### config.mk
export PLATFORM = sky130hd
export DESIGN_NAME = rng_addr_window
export DESIGN_NICKNAME = d
export VERILOG_FILES = /design/src/rtl/rng_addr_window.sv
export SDC_FILE = /design/constraint.sdc
export NUM_CORES = 1
export LEC_CHECK = 0
export BUFFER_PORTS_ARGS = -buffer_cell sky130_fd_sc_hd__buf_2
export CAP_MARGIN = 5
export CORE_MARGIN = 4
export CORE_UTILIZATION = 50
export DETAILED_ROUTE_END_ITERATION = 8
export GPL_TIMING_DRIVEN = 0
export PLACE_DENSITY = 0.65
export SETUP_SLACK_MARGIN = 0.4
export SLEW_MARGIN = 20
export SYNTH_ARGS = -nofsm -noshare
export SYNTH_HDL_FRONTEND = slang
export SYNTH_SLANG_ARGS = --single-unit
export TNS_END_PERCENT = 10
### constraint.sdc
create_clock -name clk -period 6.5 [get_ports clk]
set_clock_uncertainty 0.2 [all_clocks]
set_input_delay 1.3 -clock clk [delete_from_list [all_inputs] [get_ports clk]]
set_output_delay 1.3 -clock clk [all_outputs]
set_load 0.005 [all_outputs]
### src/rtl/rng_addr_window.sv
module rng_addr_window #(
  parameter int ADDR_W = 32,
  parameter int DATA_BYTES = 8,
  parameter logic [ADDR_W-1:0] LO_ADDR = 32'h0000_2000,
  parameter logic [ADDR_W-1:0] HI_ADDR = 32'h0000_3FFF,
  parameter logic [ADDR_W-1:0] SEED = 32'h1F35_A6C9,
  parameter logic [ADDR_W-1:0] TAPS = 32'h8020_0003
) (
  input  logic              clk,
  input  logic              rst_n,
  input  logic              req,
  input  logic              seq_mode,
  output logic [ADDR_W-1:0] addr,
  output logic              addr_vld
);
  localparam int LSB = $clog2(DATA_BYTES);
  localparam logic [ADDR_W-1:0] ALIGN = '1 << LSB;
  localparam logic [ADDR_W:0] STEP = (ADDR_W+1)'(DATA_BYTES);

  function automatic logic [ADDR_W-1:0] high_mask(input logic [ADDR_W-1:0] e);
    logic [ADDR_W-1:0] m;
    m = '1;
    for (int i = 0; i < ADDR_W; i++)
      if (e[i]) m = (i + 1 >= ADDR_W) ? '0 : ('1 << (i + 1));
    return m;
  endfunction

  localparam logic [ADDR_W-1:0] HM = high_mask(HI_ADDR);

  logic [ADDR_W-1:0] lfsr, seq_ptr;
  logic [ADDR_W:0]   seq_sum;
  logic [ADDR_W-1:0] rnd_addr, lfsr_nxt, seq_nxt;

  assign rnd_addr = ((lfsr & ~HM) | LO_ADDR) & ALIGN;
  assign lfsr_nxt = (lfsr >> 1) ^ (lfsr[0] ? TAPS : '0);
  assign seq_sum  = {1'b0, seq_ptr} + STEP;
  assign seq_nxt  = (seq_sum > {1'b0, HI_ADDR}) ? (LO_ADDR & ALIGN) : seq_sum[ADDR_W-1:0];

  always_ff @(posedge clk) begin
    if (!rst_n) begin
      lfsr     <= SEED;
      seq_ptr  <= LO_ADDR & ALIGN;
      addr     <= '0;
      addr_vld <= 1'b0;
    end else begin
      addr_vld <= req;
      if (req) begin
        if (seq_mode) begin
          addr    <= seq_ptr;
          seq_ptr <= seq_nxt;
        end else begin
          addr <= rnd_addr;
          lfsr <= lfsr_nxt;
        end
      end
    end
  end
endmodule


# Word level (Yosys, flattened, before mapping)
# Cells that the tools add are included.
# totals
reg_bits	97
wordCells	13
out_inout_bits	33
inputBits	4
# classes
addsub	1
bitwise_logic	2
reduce_logical	2
n_mux	3
order_cmp	1
# op_table
operator	count
2-to-1 mux 32 bit	3
adder 32 x 4 -> 33 bit, second input constant	1
greater-than comparator 33 x 14 -> 1 bit, second input constant	1
XOR 31 x 32 -> 32 bit	1
AND reduction 2 bit	2
inverter 1 bit	1

# Depth between registers and ports, before layout
# Gate-level depths: netlist (run 1).
# logic_depth
depth_word	3
depth_mapped	10
depth_no_buf	8

# Worst setup path before layout (run 1)
# Ideal clock, no wire load.
# synth_timing
kind	input port to flip-flop
start	in rst_n
end	reg addr[10]
cell_stages	6
path_buffers	4
t_required_ns	6.163
setup_time_ns	0.137
t_arrival_ns	2.491
setup_slack_ns	3.673
cell_sequence	clkbuf_1 -> inv_1 -> clkbuf_1 -> buf_1 -> buf_1 -> a211oi_1
# synth_lines
element	line_no	rtl
start: declaration	10	input logic rst_n,
end signal: assignment	49	addr <= seq_ptr;
end signal: assignment	52	addr <= rnd_addr;
end: declaration	13	output logic [ADDR_W-1:0] addr,
# No word-level cell between the ends.

# Worst setup path in the final report (run 1)
# layout_timing
start	reg seq_ptr[3]
end	reg seq_ptr[7]
# layout_between
elab_chain_cells	3
# layout_lines
element	line_no	rtl
start: declaration	30	logic [ADDR_W-1:0] lfsr, seq_ptr;
start signal: assignment	42	seq_ptr <= LO_ADDR & ALIGN;
start signal: assignment	50	seq_ptr <= seq_nxt;
adder 32 x 4 -> 33 bit *	36	assign seq_sum = {1'b0, seq_ptr} + STEP;
greater-than comparator 33 x 14 -> 1 bit	37	assign seq_nxt = (seq_sum > {1'b0, HI_ADDR}) ? (LO_ADDR & ALIGN) : seq_sum[ADDR_W-1:0];
2-to-1 mux 32 bit *	37	
# Every way passes the cells marked *; elsewhere a longest branch is shown, timed or not.
# A chain may end at the register's enable or synchronous reset.

==> results_dict.tcl, run 1 <==
set metrics [dict create \
    status "completed" \
    slew_violations 0 \
    groute.usage.overall_pct 21.14 \
    end_kind "flop" \
    post_cts_buffers 0 \
    numCtsBuffers 9 \
    hold_buffers 0 \
    setup_viol_count_final 0 \
    switching_share_pct 24.34 \
    cpPeakStageDelay_ns 0.47 \
    reg2reg_from "seq_ptr[3]$_SDFFE_PN0P_" \
    p_seq_share_pct 53.4 \
    worstHoldPathType "reg -> reg" \
    synth_ff_type "dfxtp_1" \
    portBuffers 30 \
    ys_ff_latch 91 \
    slew_headroom_pct 45.20 \
    dp.cells 576 \
    worst-path-max-fanout 10 \
    yosysTopAreaCellShare_pct 46.91 \
    die_h_um 96.14 \
    clk_pin_slew_worst_paths_ns 0.10 \
    final_nets 494 \
    num_antenna_cells 0 \
    top_level_ports 37 \
    fin_ws_ns 3.403 \
    synthCells 445 \
    hold_start "lfsr[23]$_SDFFE_PN0P_" \
    cts_resized 0 \
    p_clk_share_pct 40.5 \
    finalCriticalPeriod_ns 3.097 \
    synth.yosys.seq_area_share_pct 46.91 \
    crit_chain "ha_1, and3_1, buf_2, nand2_1, nor4_1, mux2i_1, and4_1, clkbuf_1, nand4_1, o311ai_1" \
    hpwlAfterDp_um 6334 \
    initial_core_util_pct 52.42 \
    cts_tree "done" \
    syn_area_mm2 0.003884 \
    grt_pass1_vias 3179 \
    gr-total-overflow 0 \
    regArea_mm2 0.001822 \
    worst_pin_slew_ns 0.8190 \
    cp.arrival_ns 3.16 \
    drt_iter0_markers 239 \
    cts-root-buf "clkbuf_8" \
    rrSetupSlack_ns 3.40 \
    cts_max_path_buffers 2 \
    chipWidth_um 96.14 \
    drive_above_1_share_pct 13.39 \
    gp_routability_congestion 0.8239 \
    period_share_pct 47.65 \
    die_area_mm2 0.009242 \
    cp.required_ns 6.56 \
    fillers 660 \
    grt_first_pass_wirelength_um 15340 \
    crit_type "reg -> reg" \
    wl_um 9246 \
    cap_violations 0 \
    dr.pass1.iters 5 \
    multi_input_area_mm2 0.001874 \
    vias 3336 \
    h-tree-depth 3 \
    cp_slowest_cell "dfxtp_1" \
    yosysWarnings 0 \
    leakagePower_nw 1.836 \
    yosys.area.top_type "dfxtp_1" \
    netlist_top_cells_area "dfxtp_1 (47%), nand2_1 (7.5%), nand3_1 (4.5%)" \
    cp-start-kind "flop" \
    holdWs_ns 0.2597 \
    synth.most_common_cell "dfxtp_1" \
    rows 31 \
    synth-edff-count 0 \
    drc 0 \
    cpLargestDelayFamily "simple AND/OR/NAND/NOR gates" \
    fmax_mhz 322.9 \
    coreArea_mm2 0.007408 \
    detailedPlace.worstSlack_ns 3.094 \
    antenna_found_initial 0 \
    fin_tns_setup_ns 0 \
    crit_start "seq_ptr[3]$_SDFFE_PN0P_" \
    stdcell_count 592 \
    hold_violations 0 \
    power_report.internal_total_mw 0.8283 \
    synth_common_cells "dfxtp_1 (91), nand2_1 (78), nand3_1 (35)" \
    rsz0062_at_grt "false" \
    pwr-share-comb_pct 6.1 \
    postRouteAntennaNets 0 \
    numClockSinks 91 \
    avgRoutedWirePerCell_um 15.62 \
    ir_drop_mv 0.1451 \
    vias_per_cell 5.635 \
    grt_max_degree 17 \
    synth.avg_cell_area_um2 8.727 \
    power_switching_mw 0.2665 \
    area_growth_pct 13.21 \
    synth.distinct_cells 47 \
    insertion_delay_ns 0.36 \
    p_per_area_mw_per_mm2 249.0 \
    ys_async_sr_fraction_pct 0 \
    cp_num_buf_inv 2 \
]
sequential cells by signal, indices dropped and copies added (netlist names):
signal    flops
lfsr         32
seq_ptr      29
addr         29
addr_vld      1
routing by layer:
layer	up-vias	track usage (%)	part of all wire (%)	wire (um)
li1	1685	-	-	-
met1	1544	28.26	46	4295
met2	96	34.27	48	4423
met3	11	3.127	4.5	419
met4	0	8.057	1.2	108
met5	-	0	0	0
worst reg2reg max path: cells and delay by family (launching register included):
kind / cells / cell delay, ns
AO/OA/AOI/OAI: 1 / 0.13
AND/OR/NAND/NOR: 5 / 1.10
flip-flops: 1 / 0.47
multiplexers: 1 / 0.28
buffers and inverters: 2 / 0.59
adder cells (fa/ha/maj): 1 / 0.24
layout by cell type (no fill, tap or decap), drive strengths merged, types with 2 or more instances in the layout:
| cell type | netlist | final |
|---|---|---|
| nor4 | 9 | 9 |
| and4 | 5 | 5 |
| or3 | 3 | 3 |
| o31a | 2 | 2 |
| conb | 1 | 3 |
| nor2 | 22 | 22 |
| o31ai | 2 | 2 |
| and2 | 2 | 2 |
| xnor2 | 5 | 5 |
| o311ai | 4 | 4 |
| nand2b | 2 | 2 |
| o211ai | 6 | 6 |
| clkbuf | 25 | 35 |
| inv | 3 | 6 |
| a22o | 18 | 18 |
| o21ai | 7 | 7 |
| bufinv | 0 | 2 |
| a211oi | 11 | 11 |
| nand3 | 36 | 36 |
| mux2i | 11 | 11 |
| nor3 | 3 | 3 |
| nand2 | 79 | 79 |
| nor4b | 3 | 3 |
| xor2 | 2 | 2 |
| a21oi | 19 | 19 |
| nand4 | 19 | 19 |
| buf | 17 | 47 |
| dfxtp | 91 | 91 |
| nor3b | 2 | 2 |
| a31oi | 2 | 2 |
| and3 | 23 | 23 |
| ha | 2 | 2 |
through the flow:
| step | total power, mW | cell area, um2 | utilization, % |
|---|---|---|---|
| floorplan | 0.6423 | 3891 | - |
| global placement | 0.6623 | 4165 | 56.22 |
| detailed placement | 0.6642 | 4165 | 56.22 |
| CTS | 1.104 | 4397 | 59.35 |
| global route | 1.136 | 4397 | 59.35 |
| finish | 1.095 | 4397 | 59.35 |
worst paths after layout:
kind / to / cells after the start
setup reg to reg: seq_ptr[7]$_SDFFE_PN0P_ / 10
hold reg to reg: lfsr[22]$_SDFFE_PN0P_ / 2
setup / recovery: seq_ptr[7]$_SDFFE_PN0P_ / 10
hold / removal: lfsr[22]$_SDFFE_PN0P_ / 2
kinds of logic (layout without fill, tap and decap cells):
logic type / count (synthesis) / count (layout) / share of synthesized area, %
AND/OR/NAND/NOR: 212 / 212 / 28.42
flip-flops: 91 / 91 / 46.91
AO/OA/AOI/OAI: 76 / 76 / 14.50
buffers and inverters: 45 / 91 / 5.026
multiplexers: 11 / 11 / 2.835
XOR/XNOR: 7 / 7 / 1.579
adder cells (fa/ha/maj): 2 / 2 / 0.6442
other: 1 / 3 / 0.09656
power groups by stage:
stage               sequential (mW)  combinational (mW)  clock, mW
floorplan                     0.596              0.0466          0
global placement              0.597              0.0653          0
detailed placement            0.598              0.0666          0
CTS                           0.585              0.0673      0.452
global route                  0.587              0.0758      0.473
finish                        0.585              0.0667      0.444
final cells by class:
| cell class | count | area share [%] |
|---|---|---|
| multi-input combinational | 311 | 42.63 |
| sequential | 91 | 41.43 |
| buffer | 42 | 4.183 |
| tap | 99 | 2.817 |
| timing repair buffer | 30 | 3.415 |
| inverter | 3 | 0.2561 |
| clock buffer | 10 | 3.130 |
| clock inverter | 6 | 2.134 |
Note: power is estimated with default switching activity, not from simulation.
==> run 2: changes to the inputs <==
ABC_AREA = 1   (was not set)
clock period = 3 ns   (was 6.5 ns; I/O delays follow)
==> results_dict.tcl, run 2 <==
set metrics [dict create \
    status "completed" \
    regArea_mm2 0.001823 \
    rows 32 \
    numCtsBuffers 9 \
    grt_pass1_vias 3672 \
    worst-path-max-fanout 8 \
    synth.yosys.seq_area_share_pct 45.56 \
    crit_type "reg -> reg" \
    numClockSinks 91 \
    cp-start-kind "flop" \
    pwr-share-comb_pct 5.9 \
    holdWs_ns 0.2637 \
    die_area_mm2 0.009493 \
    period_share_pct 79.21 \
    setup_viol_count_final 0 \
    yosysTopAreaCellShare_pct 45.56 \
    worstHoldPathType "reg -> reg" \
    fmax_mhz 420.8 \
    fillers 796 \
    largest_reg_flops 32 \
    drc 0 \
    vias_per_cell 5.165 \
    synth_common_cells "nand2_1 (184), dfxtp_1 (91), nor2_1 (77)" \
    reg2reg_depth 13 \
    vias 3796 \
    crit_chain "ha_1, nand3_2, nor2_1, nand3_1, o21ai_1, nand2_1, nor2_1, nand3_1, nor2_2, nand2_1, nand2_2, nand2_4, nor2_1" \
    insertion_delay_ns 0.36 \
    ir_drop_mv 0.2468 \
    rrSetupSlack_ns 0.62 \
    cap_violations 0 \
    grt_max_degree 16 \
    cts-root-buf "clkbuf_8" \
    muxShareOfSynthArea_pct 0 \
    grt_first_pass_wirelength_um 17720 \
    syn_area_mm2 0.003999 \
    hpwlAfterDp_um 7826 \
    chipWidth_um 97.43 \
    yosys.area_share.adder_pct 0.6258 \
    largest-register "lfsr" \
    switching_share_pct 23.75 \
    antenna_found_initial 0 \
    synth-edff-count 0 \
    dr.pass1.iters 5 \
    worst_pin_slew_ns 0.5939 \
    reg2reg_from "seq_ptr[4]$_SDFFE_PN0P_" \
    cts_tree "done" \
    initial_core_util_pct 51.48 \
    multi_input_area_mm2 0.001899 \
    cpPeakStageDelay_ns 0.39 \
    cp_num_buf_inv 0 \
    ys_async_sr_fraction_pct 0 \
    cp.required_ns 3.10 \
    power_switching_mw 0.5533 \
    yosys.area.top_type "dfxtp_1" \
    cp_slowest_cell "dfxtp_2" \
    netlist_top_cells_area "dfxtp_1 (46%), nand2_1 (17%), nor2_1 (7.2%)" \
    drive_above_1_share_pct 11.22 \
    avgRoutedWirePerCell_um 14.42 \
    synthCells 583 \
    end_kind "flop" \
    num_antenna_cells 0 \
    p_clk_share_pct 39.9 \
    critPathMostFrequentCell "nor2_1" \
    synthSimpleGateAreaFrac_pct 37.20 \
    leakagePower_nw 1.888 \
    die_h_um 97.43 \
    hold_start "lfsr[16]$_SDFFE_PN1P_" \
    hold_buffers 0 \
    post_cts_buffers 0 \
    p_seq_share_pct 54.2 \
    h-tree-depth 3 \
    rsz0062_at_grt "false" \
    synth.most_common_cell "nand2_1" \
    total_power_mw 2.330 \
    slew_violations 0 \
    p_per_area_mw_per_mm2 514.4 \
    hold_violations 0 \
    min_delay_path_depth 2 \
    gr-total-overflow 0 \
    coreArea_mm2 0.007767 \
    power_report.internal_total_mw 1.777 \
    slew_headroom_pct 60.41 \
    final_common_cell "nand2_1" \
    wl_um 10600 \
    top_level_ports 37 \
    reg2reg_to "seq_ptr[12]$_SDFFE_PN0P_" \
    gp_routability_congestion 0.9759 \
    synth_xor_area_share_pct 2.190 \
    synth_top_family_by_area "simple AND/OR/NAND/NOR gates" \
    synth_compound_area_share_pct 7.009 \
    ys_ff_latch 91 \
    min_to "lfsr[16]$_SDFFE_PN1P_" \
    fin_tns_setup_ns 0 \
    area_growth_pct 13.30 \
    synth.avg_cell_area_um2 6.859 \
    synth.distinct_cells 27 \
    cts_max_path_buffers 2 \
    cpLargestDelayFamily "simple AND/OR/NAND/NOR gates" \
    reg.largest.list "lfsr x32, addr x29, seq_ptr x29" \
    clk_pin_slew_worst_paths_ns 0.09 \
    groute.usage.overall_pct 23.10 \
    synth_ff_type "dfxtp_1" \
    cp.arrival_ns 2.47 \
    postRouteAntennaNets 0 \
    drt_iter0_markers 234 \
    portBuffers 33 \
    finalCriticalPeriod_ns 2.376 \
    final_nets 635 \
    yosysWarnings 0 \
    final_cell_mix "nand2_1 (184), dfxtp_1 (90), nor2_1 (76)" \
]
==> run 2: cell type report <==
type                            count  area share, %
Sequential cell                    91          40.24
Tap cell                          102          2.817
Inverter                           49          4.060
Multi-Input combinational cell    420          41.92
Timing Repair Buffer               33          3.645
Buffer                             25          2.403
Clock buffer                       10          3.038
Clock inverter                      5          1.878
==> run 2: logic make-up (layout without fill, tap and decap cells) <==
group / Yosys count / after routing
other: 1 / 3
buffers and inverters: 74 / 122
xor gates and xnor gates: 10 / 10
AOI/OAI and AO/OA: 54 / 54
adders and majority gates: 2 / 2
and+or+nand+nor: 351 / 351
DFF: 91 / 91
==> run 2: timing repair <==
item	4_1_cts	5_1_grt
gates resized for setup	0	3
endpoints found under the hold margin	0	0
setup endpoints to repair	0	9
==> run 2: power groups by stage <==
stage,clock [mW],combinational [mW],sequential (mW)
final,0.931,0.137,1.26
after global routing,0.999,0.157,1.27
after CTS,0.956,0.137,1.26
after detailed placement,0,0.137,1.29
after global placement,0,0.134,1.29
after floorplan,0,0.0922,1.29
==> run 2: through the flow <==
step           utilization (%)  cells  cell area, um2  setup slack [ns]
5_1_grt                  58.33    735            4531            0.3734
3_5_place_dp             55.35    720            4299            0.5595
3_3_place_gp             55.35    720            4299            0.5869
2_1_floorplan                -    585            4006             1.018
4_1_cts                  58.22    735            4522            0.5308
6_report                 58.33    735            4531            0.6236
==> run 2: worst min-delay path, delay by kind of cell (launching register included) <==
family,cells,cell delay [ns]
and+or+nand+nor,2,0.10
DFF,1,0.34
==> run 2: worst max-delay path by stage <==
stage                                to  cells past startpoint                startpoint  slack [ns]
2_1_floorplan  seq_ptr[13]$_SDFFE_PN1P_                     14   seq_ptr[4]$_SDFFE_PN0P_        1.02
3_3_place_gp    seq_ptr[5]$_SDFFE_PN0P_                     15   seq_ptr[4]$_SDFFE_PN0P_        0.59
3_5_place_dp   seq_ptr[12]$_SDFFE_PN0P_                     15   seq_ptr[4]$_SDFFE_PN0P_        0.56
4_1_cts        seq_ptr[12]$_SDFFE_PN0P_                     15   seq_ptr[4]$_SDFFE_PN0P_        0.53
5_1_grt         seq_ptr[6]$_SDFFE_PN0P_                     14  seq_ptr[11]$_SDFFE_PN0P_        0.37
6_report       seq_ptr[12]$_SDFFE_PN0P_                     13   seq_ptr[4]$_SDFFE_PN0P_        0.62
==> run 2: routing by layer <==
metal	part of all wire [%]	global-route usage, %	wire length, um	vias to the layer above
met5	0	0	0	-
met4	2.1	6.922	227	0
met3	5.5	5.958	581	20
met2	47	38.59	4974	110
met1	45	29.28	4817	1744
li1	-	-	-	1922
